<file path="src/rtl/rxr_pkg.sv">
package rxr_pkg;
  // flag byte bit positions (decoded by host software)
  localparam int F_ENP  = 0;
  localparam int F_STP  = 1;
  localparam int F_BUFF = 2;
  localparam int F_CRC  = 3;
  localparam int F_OFLO = 4;
  localparam int F_FRAM = 5;
  localparam int F_ERR  = 6;
  localparam int F_OWN  = 7;

  // byte offsets inside one 8-byte descriptor slot
  localparam int OFS_BUF  = 0;
  localparam int OFS_FLAG = 2;
  localparam int OFS_BLEN = 4;
  localparam int OFS_MLEN = 6;
  localparam int SLOT_SH  = 3;

  typedef enum logic [3:0] {
    S_IDLE, S_RDF, S_CHK, S_WBM, S_RDA, S_RDL, S_LEN,
    S_DATA, S_WBL, S_WBF, S_DROP
  } rx_state_t;
endpackage

</file>
<file path="src/rtl/rxr_ring_ptr.sv">
module rxr_ring_ptr #(
  parameter int ADDR_W = 16,
  parameter int IDX_W  = 7
) (
  input  logic              clk,
  input  logic              rst,
  input  logic              advance,
  input  logic [2:0]        order,
  input  logic [ADDR_W-1:0] base,
  output logic [IDX_W-1:0]  idx,
  output logic [ADDR_W-1:0] cur_slot,
  output logic [ADDR_W-1:0] nxt_slot
);
  import rxr_pkg::*;

  logic [IDX_W-1:0] mask;
  logic [IDX_W-1:0] nxt_idx;

  always_comb begin
    for (int i = 0; i < IDX_W; i++) mask[i] = (i < int'(order));
  end

  assign nxt_idx  = (idx + IDX_W'(1)) & mask;
  assign cur_slot = base + (ADDR_W'(idx) << SLOT_SH);
  assign nxt_slot = base + (ADDR_W'(nxt_idx) << SLOT_SH);

  always_ff @(posedge clk) begin
    if (rst)          idx <= '0;
    else if (advance) idx <= nxt_idx;
  end
endmodule

</file>
<file path="src/rtl/rxr_flag_pack.sv">
module rxr_flag_pack (
  input  logic       first,
  input  logic       last,
  input  logic       crc,
  input  logic       fram,
  input  logic       ovf,
  output logic [7:0] flags
);
  import rxr_pkg::*;

  logic crc_e, fram_e;
  assign crc_e  = last & ~ovf & crc;
  assign fram_e = last & ~ovf & fram;

  always_comb begin
    flags         = 8'h00;
    flags[F_STP]  = first;
    flags[F_ENP]  = last;
    flags[F_CRC]  = crc_e;
    flags[F_FRAM] = fram_e;
    flags[F_OFLO] = last & ovf;
    flags[F_BUFF] = last & ovf;
    flags[F_ERR]  = crc_e | fram_e | (last & ovf);
    flags[F_OWN]  = 1'b0;
  end
endmodule

</file>
<file path="src/rtl/rxr_engine.sv">
module rxr_engine #(
  parameter int ADDR_W = 16,
  parameter int IDX_W  = 7,
  parameter int LEN_W  = 12
) (
  input  logic              clk,
  input  logic              rst,
  input  logic [ADDR_W-1:0] ring_base,
  input  logic [15:0]       ring_len,
  input  logic              rx_valid,
  input  logic [7:0]        rx_data,
  input  logic              rx_last,
  input  logic              rx_crc_err,
  input  logic              rx_fram_err,
  output logic              rx_ready,
  output logic              mem_en,
  output logic              mem_we,
  output logic [1:0]        mem_be,
  output logic [ADDR_W-1:0] mem_addr,
  output logic [15:0]       mem_wdata,
  input  logic [15:0]       mem_rdata,
  output logic              rint,
  output logic              miss
);
  import rxr_pkg::*;

  localparam int WORD_W = 16;

  rx_state_t         st;
  logic              chain, first, ovf_q, crc_q, fram_q;
  logic [ADDR_W-1:0] wptr;
  logic [LEN_W-1:0]  remain, total;
  logic              rint_q, miss_q;
  logic [IDX_W-1:0]  idx;
  logic [ADDR_W-1:0] cur_slot, nxt_slot;
  logic              advance;
  logic [7:0]        flags;
  logic              own_in;
  logic [WORD_W-1:0] neg_len;
  logic              unused_cfg;

  assign unused_cfg = ^{ring_len[12:0], idx};
  assign advance    = (st == S_WBM) || (st == S_WBF);
  assign own_in     = mem_rdata[8 + F_OWN];
  assign neg_len    = ~mem_rdata + WORD_W'(1);

  rxr_ring_ptr #(.ADDR_W(ADDR_W), .IDX_W(IDX_W)) u_ptr (
    .clk(clk), .rst(rst), .advance(advance), .order(ring_len[15:13]),
    .base(ring_base), .idx(idx), .cur_slot(cur_slot), .nxt_slot(nxt_slot)
  );

  rxr_flag_pack u_flags (
    .first(first), .last(st == S_WBF), .crc(crc_q), .fram(fram_q),
    .ovf(ovf_q), .flags(flags)
  );

  // memory request decode from current state
  always_comb begin
    mem_en    = 1'b0;
    mem_we    = 1'b0;
    mem_be    = 2'b11;
    mem_addr  = cur_slot;
    mem_wdata = '0;
    rx_ready  = (st == S_DATA) || (st == S_DROP);
    unique case (st)
      S_RDF: begin
        mem_en   = 1'b1;
        mem_addr = (chain ? nxt_slot : cur_slot) + ADDR_W'(OFS_FLAG);
      end
      S_RDA: begin
        mem_en   = 1'b1;
        mem_addr = cur_slot + ADDR_W'(OFS_BUF);
      end
      S_RDL: begin
        mem_en   = 1'b1;
        mem_addr = cur_slot + ADDR_W'(OFS_BLEN);
      end
      S_DATA: begin
        mem_en    = rx_valid;
        mem_we    = 1'b1;
        mem_be    = wptr[0] ? 2'b10 : 2'b01;
        mem_addr  = wptr;
        mem_wdata = {rx_data, rx_data};
      end
      S_WBL: begin
        mem_en    = 1'b1;
        mem_we    = 1'b1;
        mem_addr  = cur_slot + ADDR_W'(OFS_MLEN);
        mem_wdata = WORD_W'(total);
      end
      S_WBM, S_WBF: begin
        mem_en    = 1'b1;
        mem_we    = 1'b1;
        mem_be    = 2'b10;
        mem_addr  = cur_slot + ADDR_W'(OFS_FLAG);
        mem_wdata = {flags, 8'h00};
      end
      default: ;
    endcase
  end

  always_ff @(posedge clk) begin
    if (rst) begin
      st     <= S_IDLE;
      chain  <= 1'b0;
      first  <= 1'b0;
      ovf_q  <= 1'b0;
      crc_q  <= 1'b0;
      fram_q <= 1'b0;
      wptr   <= '0;
      remain <= '0;
      total  <= '0;
      rint_q <= 1'b0;
      miss_q <= 1'b0;
    end else begin
      rint_q <= (st == S_WBF);
      miss_q <= (st == S_CHK) && !chain && !own_in;
      unique case (st)
        S_IDLE: if (rx_valid) begin
          total  <= '0;
          first  <= 1'b1;
          chain  <= 1'b0;
          ovf_q  <= 1'b0;
          crc_q  <= 1'b0;
          fram_q <= 1'b0;
          st     <= S_RDF;
        end
        S_RDF: st <= S_CHK;
        S_CHK: begin
          if (chain) begin
            if (own_in) st <= S_WBM;
            else begin
              ovf_q <= 1'b1;
              st    <= S_WBL;
            end
          end else begin
            st <= own_in ? S_RDA : S_DROP;
          end
        end
        S_WBM: begin
          first <= 1'b0;
          chain <= 1'b0;
          st    <= S_RDA;
        end
        S_RDA: st <= S_RDL;
        S_RDL: begin
          wptr <= ADDR_W'(mem_rdata);
          st   <= S_LEN;
        end
        S_LEN: begin
          remain <= neg_len[LEN_W-1:0];
          st     <= S_DATA;
        end
        S_DATA: if (rx_valid) begin
          wptr   <= wptr + ADDR_W'(1);
          total  <= total + LEN_W'(1);
          remain <= remain - LEN_W'(1);
          if (rx_last) begin
            crc_q  <= rx_crc_err;
            fram_q <= rx_fram_err;
            st     <= S_WBL;
          end else if (remain == LEN_W'(1)) begin
            chain <= 1'b1;
            st    <= S_RDF;
          end
        end
        S_WBL: st <= S_WBF;
        S_WBF: st <= ovf_q ? S_DROP : S_IDLE;
        S_DROP: if (rx_valid && rx_last) st <= S_IDLE;
        default: st <= S_IDLE;
      endcase
    end
  end

  assign rint = rint_q;
  assign miss = miss_q;
endmodule

</file>
<file path="config.mk">
export PLATFORM = sky130hd
export DESIGN_NAME = rxr_engine
export DESIGN_NICKNAME = d
export VERILOG_FILES = /design/src/rtl/rxr_pkg.sv /design/src/rtl/rxr_ring_ptr.sv /design/src/rtl/rxr_flag_pack.sv /design/src/rtl/rxr_engine.sv
export SDC_FILE = /design/constraint.sdc
export NUM_CORES = 1
export LEC_CHECK = 0
export ABC_CLOCK_PERIOD_IN_PS = 6900
export BUFFER_PORTS_ARGS = -buffer_cell sky130_fd_sc_hd__buf_2
export CAP_MARGIN = 20
export CORE_MARGIN = 4
export CORE_UTILIZATION = 60
export DETAILED_ROUTE_END_ITERATION = 6
export PLACE_DENSITY = 0.85
export SLEW_MARGIN = 20
export SYNTH_ARGS = -nofsm -noshare
export SYNTH_HDL_FRONTEND = slang
export SYNTH_SLANG_ARGS = --single-unit
</file>
<file path="constraint.sdc">
create_clock -name clk -period 6.9 [get_ports clk]
set_input_delay 0.69 -clock clk [delete_from_list [all_inputs] [get_ports clk]]
set_output_delay 0.69 -clock clk [all_outputs]
set_load 0.05 [all_outputs]
</file>
==> results.ini, run 1 <==
[run_status]
status=complete, no violations

[clocking]
postCtsSetupBuffers=0
cts_tree=built
hold_buffers=0
clkLatencyLatePin_ns=0.35
postCtsResizedCells=0
clk_pin_slew_worst_paths_ns=0.08
clock-sinks=58
cts_buffer_depth=2
htree_num_levels=3
root_buffer=clkbuf_8
cts_inserted_buffers=9

[route]
dr.pass1.iters=6
ant_nets=0
wl_per_cell_um=16.9
vias=6649
via_per_inst=6.31
drt_first_iter_violations=663
wl_um=17800
drc=0

[finish]
diodes=0
nets=1011
final_layout_size_suffix_gt1_frac=0.145
multi_input_area_um2=4470
seqCellArea_um2=1160
syn2layout_area_growth_pct=12.6
fill_cells=828
stdcell_area_um2=6610

[worst_hold_path]
hp-class=register to register
holdPathEnd=remain[5]
hold_depth=2
hp-start=remain[5]

[sta]
rsz0062_at_grt=false
setup_tns_ns=0
fmax_mhz=181
hold_violations=0
relSlewSlack=0.397
setup_viol_count_final=0
finalClockSkew_ns=0.0113
slew_violations=0
tightest_slew_ns=0.905
finalCritPeriodShare=0.801
finalCriticalPeriod_ns=5.53

[yosys]
synth.area.mux_share=0.0298
synth_top_area_cell=dfxtp_1
synth_compound_area_frac=0.277
synth_edf_count=0
ys_top_cells_by_area=dfxtp_1, nor2_1, nand2_1
synth_top_area_share=0.198
yosysUniqueCellTypes=71
synth_nets=948
ys_top_cells_by_count=nor2_1, nand2_1, a21oi_1
synthCells=856
synth-simple-area-share=0.302
synthAdderAreaFrac=0.0665
yosysMostFrequentCell=nor2_1
async_flop_share=0
synth_top_family_by_area=simple AND/OR/NAND/NOR gates
synth_area_per_cell_um2=6.86
ys_warn_count=0
yosysSeqAreaShare=0.198
yosys.area_share.xor_xnor=0.0823
syn_area_um2=5870
synth_ff_type=dfxtp_1
ys_seq_elements=58

[place]
gp_congestion=0.935
dpl_cell_area_um2=6350
hpwl_um=13100
place.port_buffers=87

[power]
p_leak_uw=0.00259
p_per_area_nw_per_um2=291
max-vdd-ir-drop_mv=0.209

[grt]
grt_use_total=0.304
grt_pass1_wl_um=28700
grt_max_degree=59
grt_pass1_vias=6142
gr-total-overflow=0
antenna_found_initial=0

[die]
io_pins=101
die-area_um2=11400
core-area_um2=9370
die_h_um=107
die_x_um=107
initial_utilization=0.626
std_cell_rows=35

[setup_path]
crit_required_ns=6.21
r2r_cells=9
crit_path_end_kind=output pin
r2r_end=total[11]
r2r_slack_ns=3.94
arrival_ns=4.84
reg2reg_from=st[0]
cp_max_fo=6
critical_path_class=register to output pin
cp-start-kind=register

[run]
maxCapViolations=0

flip-flops by register name (all words and copies together), names as in the netlist:
name,flops
total,12
first,1
fram_q,1
wptr,16
miss,1
remain,12
rint,1
crc_q,1
ovf_q,1
u_ptr.idx,7
chain,1
st,4
kinds of logic (layout without fill, tap and decap cells):
logic type,Yosys count,count (layout)
simple gates,378,378
compound gates,255,255
buf+inv,65,133
flops,58,58
xor+xnor,53,53
fa+ha+maj,30,30
mux,17,17
worst max-delay path by stage:
stage,slack (ns),cells after the start,endpoint,from
floorplan,1.83,14,mem_addr[11],ring_len[15]
global placement,1.85,16,mem_addr[14],ring_len[15]
detailed placement,1.77,16,mem_addr[14],ring_len[15]
CTS,1.38,15,mem_addr[14],u_ptr.idx[1]
global route,1.05,15,mem_addr[15],u_ptr.idx[1]
finish,1.37,15,mem_addr[14],u_ptr.idx[1]
critical path, cell delays in order, from the launching register on:
cell and delay (ns):
dfxtp_1 0.44, ha_1 0.23, and3_1 0.21, nand3_1 0.10
xor2_1 0.15, nor3b_1 0.35, ha_1 0.37, a2111oi_0 0.56
a311oi_1 0.16, or4b_4 0.58, a22oi_4 0.25, nand3_2 0.11
or4_1 0.53, a31oi_1 0.18, a21oi_1 0.05, buf_2 0.23
power by group:
part,internal [uW],switching [uW]
combinational,316,795
clock,232,147
sequential,359,71.2
layer usage:
metal | share of wire | wire, um | up-vias | GRT usage
met5 | 0 | 0 | - | 0
met4 | 0.020 | 361 | 0 | 0.111
met3 | 0.078 | 1390 | 34 | 0.0596
met2 | 0.50 | 8820 | 317 | 0.534
met1 | 0.41 | 7200 | 3069 | 0.368
li1 | - | - | 3229 | -
layout make-up:
type	count	area share
inverters	24	0.0136
flip-flops and latches	58	0.176
repair buffers	93	0.0746
well taps	129	0.0244
clock inverters	4	0.0110
clock buffers	12	0.0250
multi-input cells	733	0.676
layout by cell type, fill, tap and decap left out, types with 6 or more instances in the layout:
cell	count
o21ai_0	66
nor2_1	131
a22oi_1	16
nor2b_1	10
a311oi_1	6
xnor2_1	30
o211ai_1	12
a31oi_1	8
mux2i_1	13
o22ai_1	7
inv_1	23
a211oi_1	17
xor2_1	22
nor3_1	23
o21ai_1	6
nor4_1	6
ha_1	28
and3_1	8
nand2_1	106
or3_1	10
a221oi_1	9
a21oi_1	68
nor3b_1	7
clkbuf_8	12
buf_2	87
nand3b_1	6
nand3_1	28
dfxtp_1	58
nand4_1	7
nand2b_1	8
metrics by stage:
| step | hold WS, ns | utilization | std cells | power, uW | setup WS [ns] |
|---|---|---|---|---|---|
| 6_report | 0.468 | 0.705 | 1053 | 1920 | 1.37 |
| 5_1_grt | 0.492 | 0.705 | 1053 | 2020 | 1.05 |
| 3_5_place_dp | 0.456 | 0.678 | 1036 | 1520 | 1.77 |
| 3_3_place_gp | 0.443 | 0.678 | 1036 | 1500 | 1.85 |
| 2_1_floorplan | 0.432 | - | 856 | 1260 | 1.83 |
| 4_1_cts | 0.465 | 0.703 | 1052 | 1900 | 1.38 |
(Power assumes the default switching activity.)
==> run 2: changes to the inputs <==
--- a/config.mk
+++ b/config.mk
@@ -5,13 +5,13 @@
 export SDC_FILE = /design/constraint.sdc
 export NUM_CORES = 1
 export LEC_CHECK = 0
-export ABC_CLOCK_PERIOD_IN_PS = 6900
+export ABC_CLOCK_PERIOD_IN_PS = 5000
 export BUFFER_PORTS_ARGS = -buffer_cell sky130_fd_sc_hd__buf_2
 export CAP_MARGIN = 20
 export CORE_MARGIN = 4
-export CORE_UTILIZATION = 60
+export CORE_UTILIZATION = 52
 export DETAILED_ROUTE_END_ITERATION = 6
-export PLACE_DENSITY = 0.85
+export PLACE_DENSITY = 0.78
 export SLEW_MARGIN = 20
 export SYNTH_ARGS = -nofsm -noshare
 export SYNTH_HDL_FRONTEND = slang
==> constraint.sdc (replaced) <==
create_clock -name clk -period 5 [get_ports clk]
set_input_delay 0.5 -clock clk [delete_from_list [all_inputs] [get_ports clk]]
set_output_delay 0.5 -clock clk [all_outputs]
set_load 0.05 [all_outputs]
==> results.ini, run 2 (synthesized netlist as in run 1, its figures left out) <==
[finish]
nets=1013  ; was 1011
largest_register_ffs=16  ; unchanged
top_regs=wptr (16), remain (12), total (12)  ; unchanged
final_layout_size_suffix_gt1_frac=0.156  ; was 0.145
layout_common_cells=nor2_1, nand2_1, buf_2  ; unchanged
syn2layout_area_growth_pct=14.4  ; was 12.6%
diodes=0  ; unchanged
layout_commonest_cell=nor2_1  ; unchanged
regMostFlops=wptr  ; unchanged

[setup_path]
critical_path_class=register to output pin  ; unchanged
cp-start-kind=register  ; unchanged
crit_path_top_delay_cell=or4b_4  ; unchanged
crit_required_ns=4.50  ; was 6.21 ns
crit_path_end_kind=output pin  ; unchanged
arrival_ns=4.26  ; was 4.84 ns
slowest_delay_ns=0.56  ; was 0.58 ns
cp_max_fo=6  ; unchanged
crit_path_cell_trace=ha_1 -> and3_1 -> nand3_1 -> xor2_1 -> nor3b_2 -> ha_4 -> a2111oi_2 -> a311oi_1 -> or4b_4 -> a22oi_4 -> nand3_2 -> or4_1 -> a31oi_1 -> a21oi_1 -> buf_4  ; was ha_1 -> and3_1 -> nand3_1 -> xor2_1 -> nor3b_1 -> ha_1 -> a2111oi_0 -> a311oi_1 -> or4b_4 -> a22oi_4 -> nand3_2 -> or4_1 -> a31oi_1 -> a21oi_1 -> buf_2

[run_status]
status=complete, no violations  ; unchanged

[place]
hpwl_um=12400  ; was 13100 um
pre_cts_ws_ns=0.264  ; was 1.77 ns
place.port_buffers=87  ; unchanged
gp_congestion=0.942  ; was 0.935

[sta]
setup_slack_ns=0.243  ; was 1.37 ns
rsz0062_at_grt=false  ; unchanged
hold_violations=0  ; unchanged
setup_tns_ns=0  ; unchanged
finalCritPeriodShare=0.951
slew_violations=0  ; unchanged
fmax_mhz=210
finalClockSkew_ns=0.00576  ; was 0.0113 ns
finalCriticalPeriod_ns=4.76
tightest_slew_ns=0.925  ; was 0.905 ns
relSlewSlack=0.383  ; was 0.397
setup_viol_count_final=0  ; unchanged

[route]
wl_per_cell_um=15.6  ; was 16.9 um
wl_um=16700  ; was 17800 um
vias=6432  ; was 6649
via_per_inst=6.03  ; was 6.31
drc=0  ; unchanged
ant_nets=0  ; unchanged
dr.pass1.iters=5  ; was 6
drt_first_iter_violations=550  ; was 663

[die]
std_cell_rows=38  ; was 35
die_h_um=114  ; was 107 um
initial_utilization=0.537  ; was 0.626
core-area_um2=10900  ; was 9370 um^2
die-area_um2=13100  ; was 11400 um^2
io_pins=101  ; unchanged
die_x_um=114  ; was 107 um

[power]
max-vdd-ir-drop_mv=0.320  ; was 0.209 mV
p_per_area_nw_per_um2=403  ; was 291 nW/um^2
p_leak_uw=0.00261  ; was 0.00259 uW
p_total_uw=2710  ; was 1920 uW

[clocking]
root_buffer=clkbuf_16  ; was clkbuf_8
postCtsSetupBuffers=0  ; unchanged
hold_buffers=0  ; unchanged
cts_buffer_depth=2  ; unchanged
clkLatencyLatePin_ns=0.34  ; was 0.35 ns
htree_num_levels=3  ; unchanged
clock-sinks=58  ; unchanged
clk_pin_slew_worst_paths_ns=0.05  ; was 0.08 ns
cts_inserted_buffers=9  ; unchanged
cts_tree=built  ; unchanged

[grt]
grt_use_total=0.253  ; was 0.304
grt_pass1_wl_um=27400  ; was 28700 um
top_usage_layer=met2  ; unchanged
grt_pass1_vias=5875  ; was 6142
met3_usage=0.0523  ; was 0.0596
grt_max_degree=59  ; unchanged
gr-total-overflow=0  ; unchanged
met1_usage=0.331  ; was 0.368
antenna_found_initial=0  ; unchanged
grt_use_met2=0.413  ; was 0.534

[worst_hold_path]
hp-class=input port to register  ; was register to register

[run]
maxCapViolations=0  ; unchanged

run 2: changes by cell type in the layout (fill, tap and decap cells not counted), sizes merged:
cell,before,now
bufinv,2,0
inv,23,24
clkbuf,12,10
clkinvlp,1,3
buf,93,95
clkinv,2,3
run 2: what timing repair did:
| action | CTS | global route |
|---|---|---|
| pin swaps | 0 | 1 |
| setup endpoints to repair | 2 | 4 |
| gates resized for setup | 2 | 8 |
run 2: cell type report:
cell class              instances  area [um^2]
fillers                      1064         4220
inverters                      24         90.1
clock inverters                 6         41.3
flip-flops and latches         58         1160
clock buffers                  10          239
multi-input cells             733         4510
well taps                     140          175
repair buffers                 95          500
run 2: routing by layer:
| layer | vias up | share of wire |
|---|---|---|
| met5 | - | 0 |
| met4 | 0 | 0.023 |
| met3 | 31 | 0.072 |
| met2 | 230 | 0.46 |
| met1 | 2939 | 0.44 |
| li1 | 3232 | - |
run 2: power by group:
part / switching [uW] / internal, uW / leakage (uW)
Sequential: 34.6 / 496 / 0.000469
Clock: 236 / 348 / 0.000131
Combinational: 1140 / 452 / 0.00201
run 2: final timing paths:
check	depth (start not counted)	from	slack, ns	end
worst max-delay path	15	u_ptr.idx[0]	0.24	mem_addr[14]
worst min-delay path	3	rx_crc_err	0.44	crc_q
worst max register to register	8	st[2]	1.87	wptr[7]
worst min register to register	2	remain[5]	0.46	remain[5]
run 2: critical path: cells and delay by family, from the launching register on:
kind | cells | cell delay (ns)
AO/OA/AOI/OAI | 5 | 0.85
XOR/XNOR | 1 | 0.16
adder cells (fa/ha/maj) | 2 | 0.49
buffers and inverters | 1 | 0.23
flip-flops | 1 | 0.39
AND/OR/NAND/NOR | 6 | 1.81
run 2: stage by stage:
stage	cell area, um^2	instances	hold WS (ns)	util
6_report	6720	1066	0.445	0.614
5_1_grt	6720	1066	0.460	0.614
4_1_cts	6680	1066	0.436	0.611
3_5_place_dp	6390	1050	0.454	0.584
3_3_place_gp	6390	1050	0.445	0.584
2_1_floorplan	5870	856	0.432	-
==> run 3: changes to the inputs <==
--- a/config.mk
+++ b/config.mk
@@ -9,9 +9,9 @@
 export BUFFER_PORTS_ARGS = -buffer_cell sky130_fd_sc_hd__buf_2
 export CAP_MARGIN = 20
 export CORE_MARGIN = 4
-export CORE_UTILIZATION = 52
+export CORE_UTILIZATION = 35
 export DETAILED_ROUTE_END_ITERATION = 6
-export PLACE_DENSITY = 0.78
+export GPL_TIMING_DRIVEN = 1
 export SLEW_MARGIN = 20
 export SYNTH_ARGS = -nofsm -noshare
 export SYNTH_HDL_FRONTEND = slang
==> results.ini, run 3 (synthesized netlist as in run 1, its figures left out) <==
[finish]
top_regs=wptr (16), remain (12), total (12)  ; unchanged
multi_input_area_um2=4490  ; was 4510 um^2
layout_common_cells=nor2_1, nand2_1, buf_2  ; unchanged
layout_commonest_cell=nor2_1  ; unchanged
largest_register_ffs=16  ; unchanged
nets=1017  ; was 1013
final_layout_size_suffix_gt1_frac=0.157  ; was 0.156
regMostFlops=wptr  ; unchanged
syn2layout_area_growth_pct=16.7  ; was 14.4%
fill_cells=1787  ; was 1064
diodes=0  ; unchanged
seqCellArea_um2=1160  ; about the same

[clocking]
cts_buffer_depth=2  ; unchanged
htree_num_levels=3  ; unchanged
clock-sinks=58  ; unchanged
cts_tree=built  ; unchanged
root_buffer=clkbuf_16  ; unchanged
cts_inserted_buffers=9  ; unchanged
clk_pin_slew_worst_paths_ns=0.05  ; about the same
clkLatencyLatePin_ns=0.34  ; about the same
hold_buffers=0  ; unchanged

[power]
p_leak_uw=0.00264  ; was 0.00261 uW
pwr-share-seq=0.193  ; was 0.196
p_int_uw=1350  ; was 1300 uW
p_sw_frac=0.515  ; was 0.521
clkPwrFrac=0.229  ; was 0.216
p_sw_uw=1430  ; was 1410 uW
p_per_area_nw_per_um2=406  ; was 403 nW/um^2
p_total_uw=2780  ; was 2710 uW
combPwrFrac=0.578  ; was 0.588
max-vdd-ir-drop_mv=0.241  ; was 0.320 mV

[route]
wl_per_cell_um=15.5  ; was 15.6 um
wl_um=17800  ; was 16700 um
ant_nets=0  ; unchanged
via_per_inst=5.55  ; was 6.03
dr.pass1.iters=5  ; unchanged
drt_first_iter_violations=415  ; was 550
drc=0  ; unchanged
vias=6377  ; was 6432

[sta]
setup_tns_ns=0  ; unchanged
hold_violations=0  ; unchanged
rsz0062_at_grt=false  ; unchanged
slew_violations=0  ; unchanged
setup_slack_ns=0.229  ; was 0.243 ns
setup_viol_count_final=0  ; unchanged
finalClockSkew_ns=0.0120  ; was 0.00576 ns
finalCritPeriodShare=0.954  ; was 0.951
fmax_mhz=210  ; about the same
tightest_slew_ns=0.969  ; was 0.925 ns
relSlewSlack=0.354  ; was 0.383
fin_hold_ws_ns=0.428  ; was 0.445 ns
finalCriticalPeriod_ns=4.77  ; was 4.76 ns

[die]
die_x_um=138  ; was 114 um
die_h_um=138  ; was 114 um
std_cell_rows=47  ; was 38
io_pins=101  ; unchanged
initial_utilization=0.355  ; was 0.537
die-area_um2=18900  ; was 13100 um^2
core-area_um2=16500  ; was 10900 um^2

[grt]
gr-total-overflow=0  ; unchanged
grt_pass1_wl_um=28600  ; was 27400 um
grt_pass1_vias=5682  ; was 5875
grt_max_degree=59  ; unchanged
grt_use_total=0.186  ; was 0.253
antenna_found_initial=1  ; was 0

[setup_path]
crit_path_top_delay_cell=or4b_4  ; unchanged
reg2reg_from=st[2]  ; unchanged
critical_path_class=register to output pin  ; unchanged
arrival_ns=4.27  ; was 4.26 ns
r2r_slack_ns=1.54  ; was 1.87 ns
crit_top_cell=ha_1
crit_path_cell_trace=ha_1 -> and3_1 -> nand3_1 -> xor2_1 -> nor3b_2 -> ha_1 -> a2111oi_2 -> a311oi_1 -> or4b_4 -> a22oi_4 -> nand3_2 -> or4_1 -> a31oi_1 -> a21oi_1 -> buf_4  ; was ha_1 -> and3_1 -> nand3_1 -> xor2_1 -> nor3b_2 -> ha_4 -> a2111oi_2 -> a311oi_1 -> or4b_4 -> a22oi_4 -> nand3_2 -> or4_1 -> a31oi_1 -> a21oi_1 -> buf_4
r2r_end=total[11]  ; was wptr[7]
crit_path_end_kind=output pin  ; unchanged
cp-start-kind=register  ; unchanged
cp_max_fo=6  ; unchanged
slowest_delay_ns=0.57  ; was 0.56 ns
r2r_cells=9  ; was 8
crit_required_ns=4.50  ; about the same

[worst_hold_path]
holdPathEnd=fram_q  ; was crc_q
hp-start=rx_fram_err  ; was rx_crc_err
hold_depth=3  ; unchanged
hp-class=input port to register  ; unchanged

[run]
maxCapViolations=0  ; unchanged

[run_status]
status=complete, no violations  ; unchanged

[place]
place.port_buffers=87  ; unchanged
hpwl_um=13500  ; was 12400 um
pre_cts_ws_ns=0.333  ; was 0.264 ns
gp_congestion=0.883  ; was 0.942

run 3: stage by stage:
step	instance area (um^2)	utilization	instances
2_1_floorplan	5870	-	856
3_3_place_gp	6520	0.395	1134
3_5_place_dp	6520	0.395	1134
4_1_cts	6830	0.413	1150
5_1_grt	6850	0.415	1150
6_report	6850	0.415	1150
run 3: final cells by class:
| class | count | share of cell area |
|---|---|---|
| clock buffer | 10 | 0.0349 |
| sequential | 58 | 0.170 |
| timing repair buffer | 99 | 0.0771 |
| clock inverter | 6 | 0.00968 |
| tap | 220 | 0.0402 |
| inverter | 24 | 0.0132 |
| multi-input combinational | 733 | 0.655 |
run 3: what timing repair did:
| action | CTS | global route |
|---|---|---|
| gates resized for setup | 2 | 6 |
| pin swaps | 0 | 0 |
| endpoints found under the setup margin | 1 | 4 |
| endpoints found under the hold margin | 0 | 0 |
| buffers inserted | 0 | 0 |
run 3: power by group through the flow:
stage,clock (uW),sequential [uW],combinational (uW)
2_1_floorplan,0,535,1200
3_3_place_gp,0,544,1590
3_5_place_dp,0,545,1590
4_1_cts,649,535,1600
5_1_grt,669,542,1740
6_report,636,537,1610
run 3: critical path: cells and delay by family, from the launching register on:
| kind | cells | cell delay (ns) |
|---|---|---|
| AO/OA/AOI/OAI | 5 | 0.90 |
| XOR/XNOR | 1 | 0.16 |
| buffers and inverters | 1 | 0.24 |
| AND/OR/NAND/NOR | 6 | 1.72 |
| flip-flops | 1 | 0.38 |
| adder cells (fa/ha/maj) | 2 | 0.52 |
run 3: worst max path at each step:
stage                 start            to  slack (ns)
6_report       u_ptr.idx[1]  mem_addr[14]        0.23
5_1_grt        u_ptr.idx[1]  mem_addr[14]        0.03
4_1_cts        u_ptr.idx[0]  mem_addr[14]        0.05
3_5_place_dp   u_ptr.idx[1]  mem_addr[14]        0.33
3_3_place_gp   u_ptr.idx[1]  mem_addr[14]        0.32
2_1_floorplan  u_ptr.idx[1]  mem_addr[11]        0.18
run 3: metal layers:
layer / wire (um) / GRT usage / share of wire
met3: 949 / 0.0383 / 0.053
met1: 8550 / 0.263 / 0.48
met4: 159 / 0.0416 / 0.0089
met5: 7 / 0 / 0.00039
met2: 8140 / 0.291 / 0.46
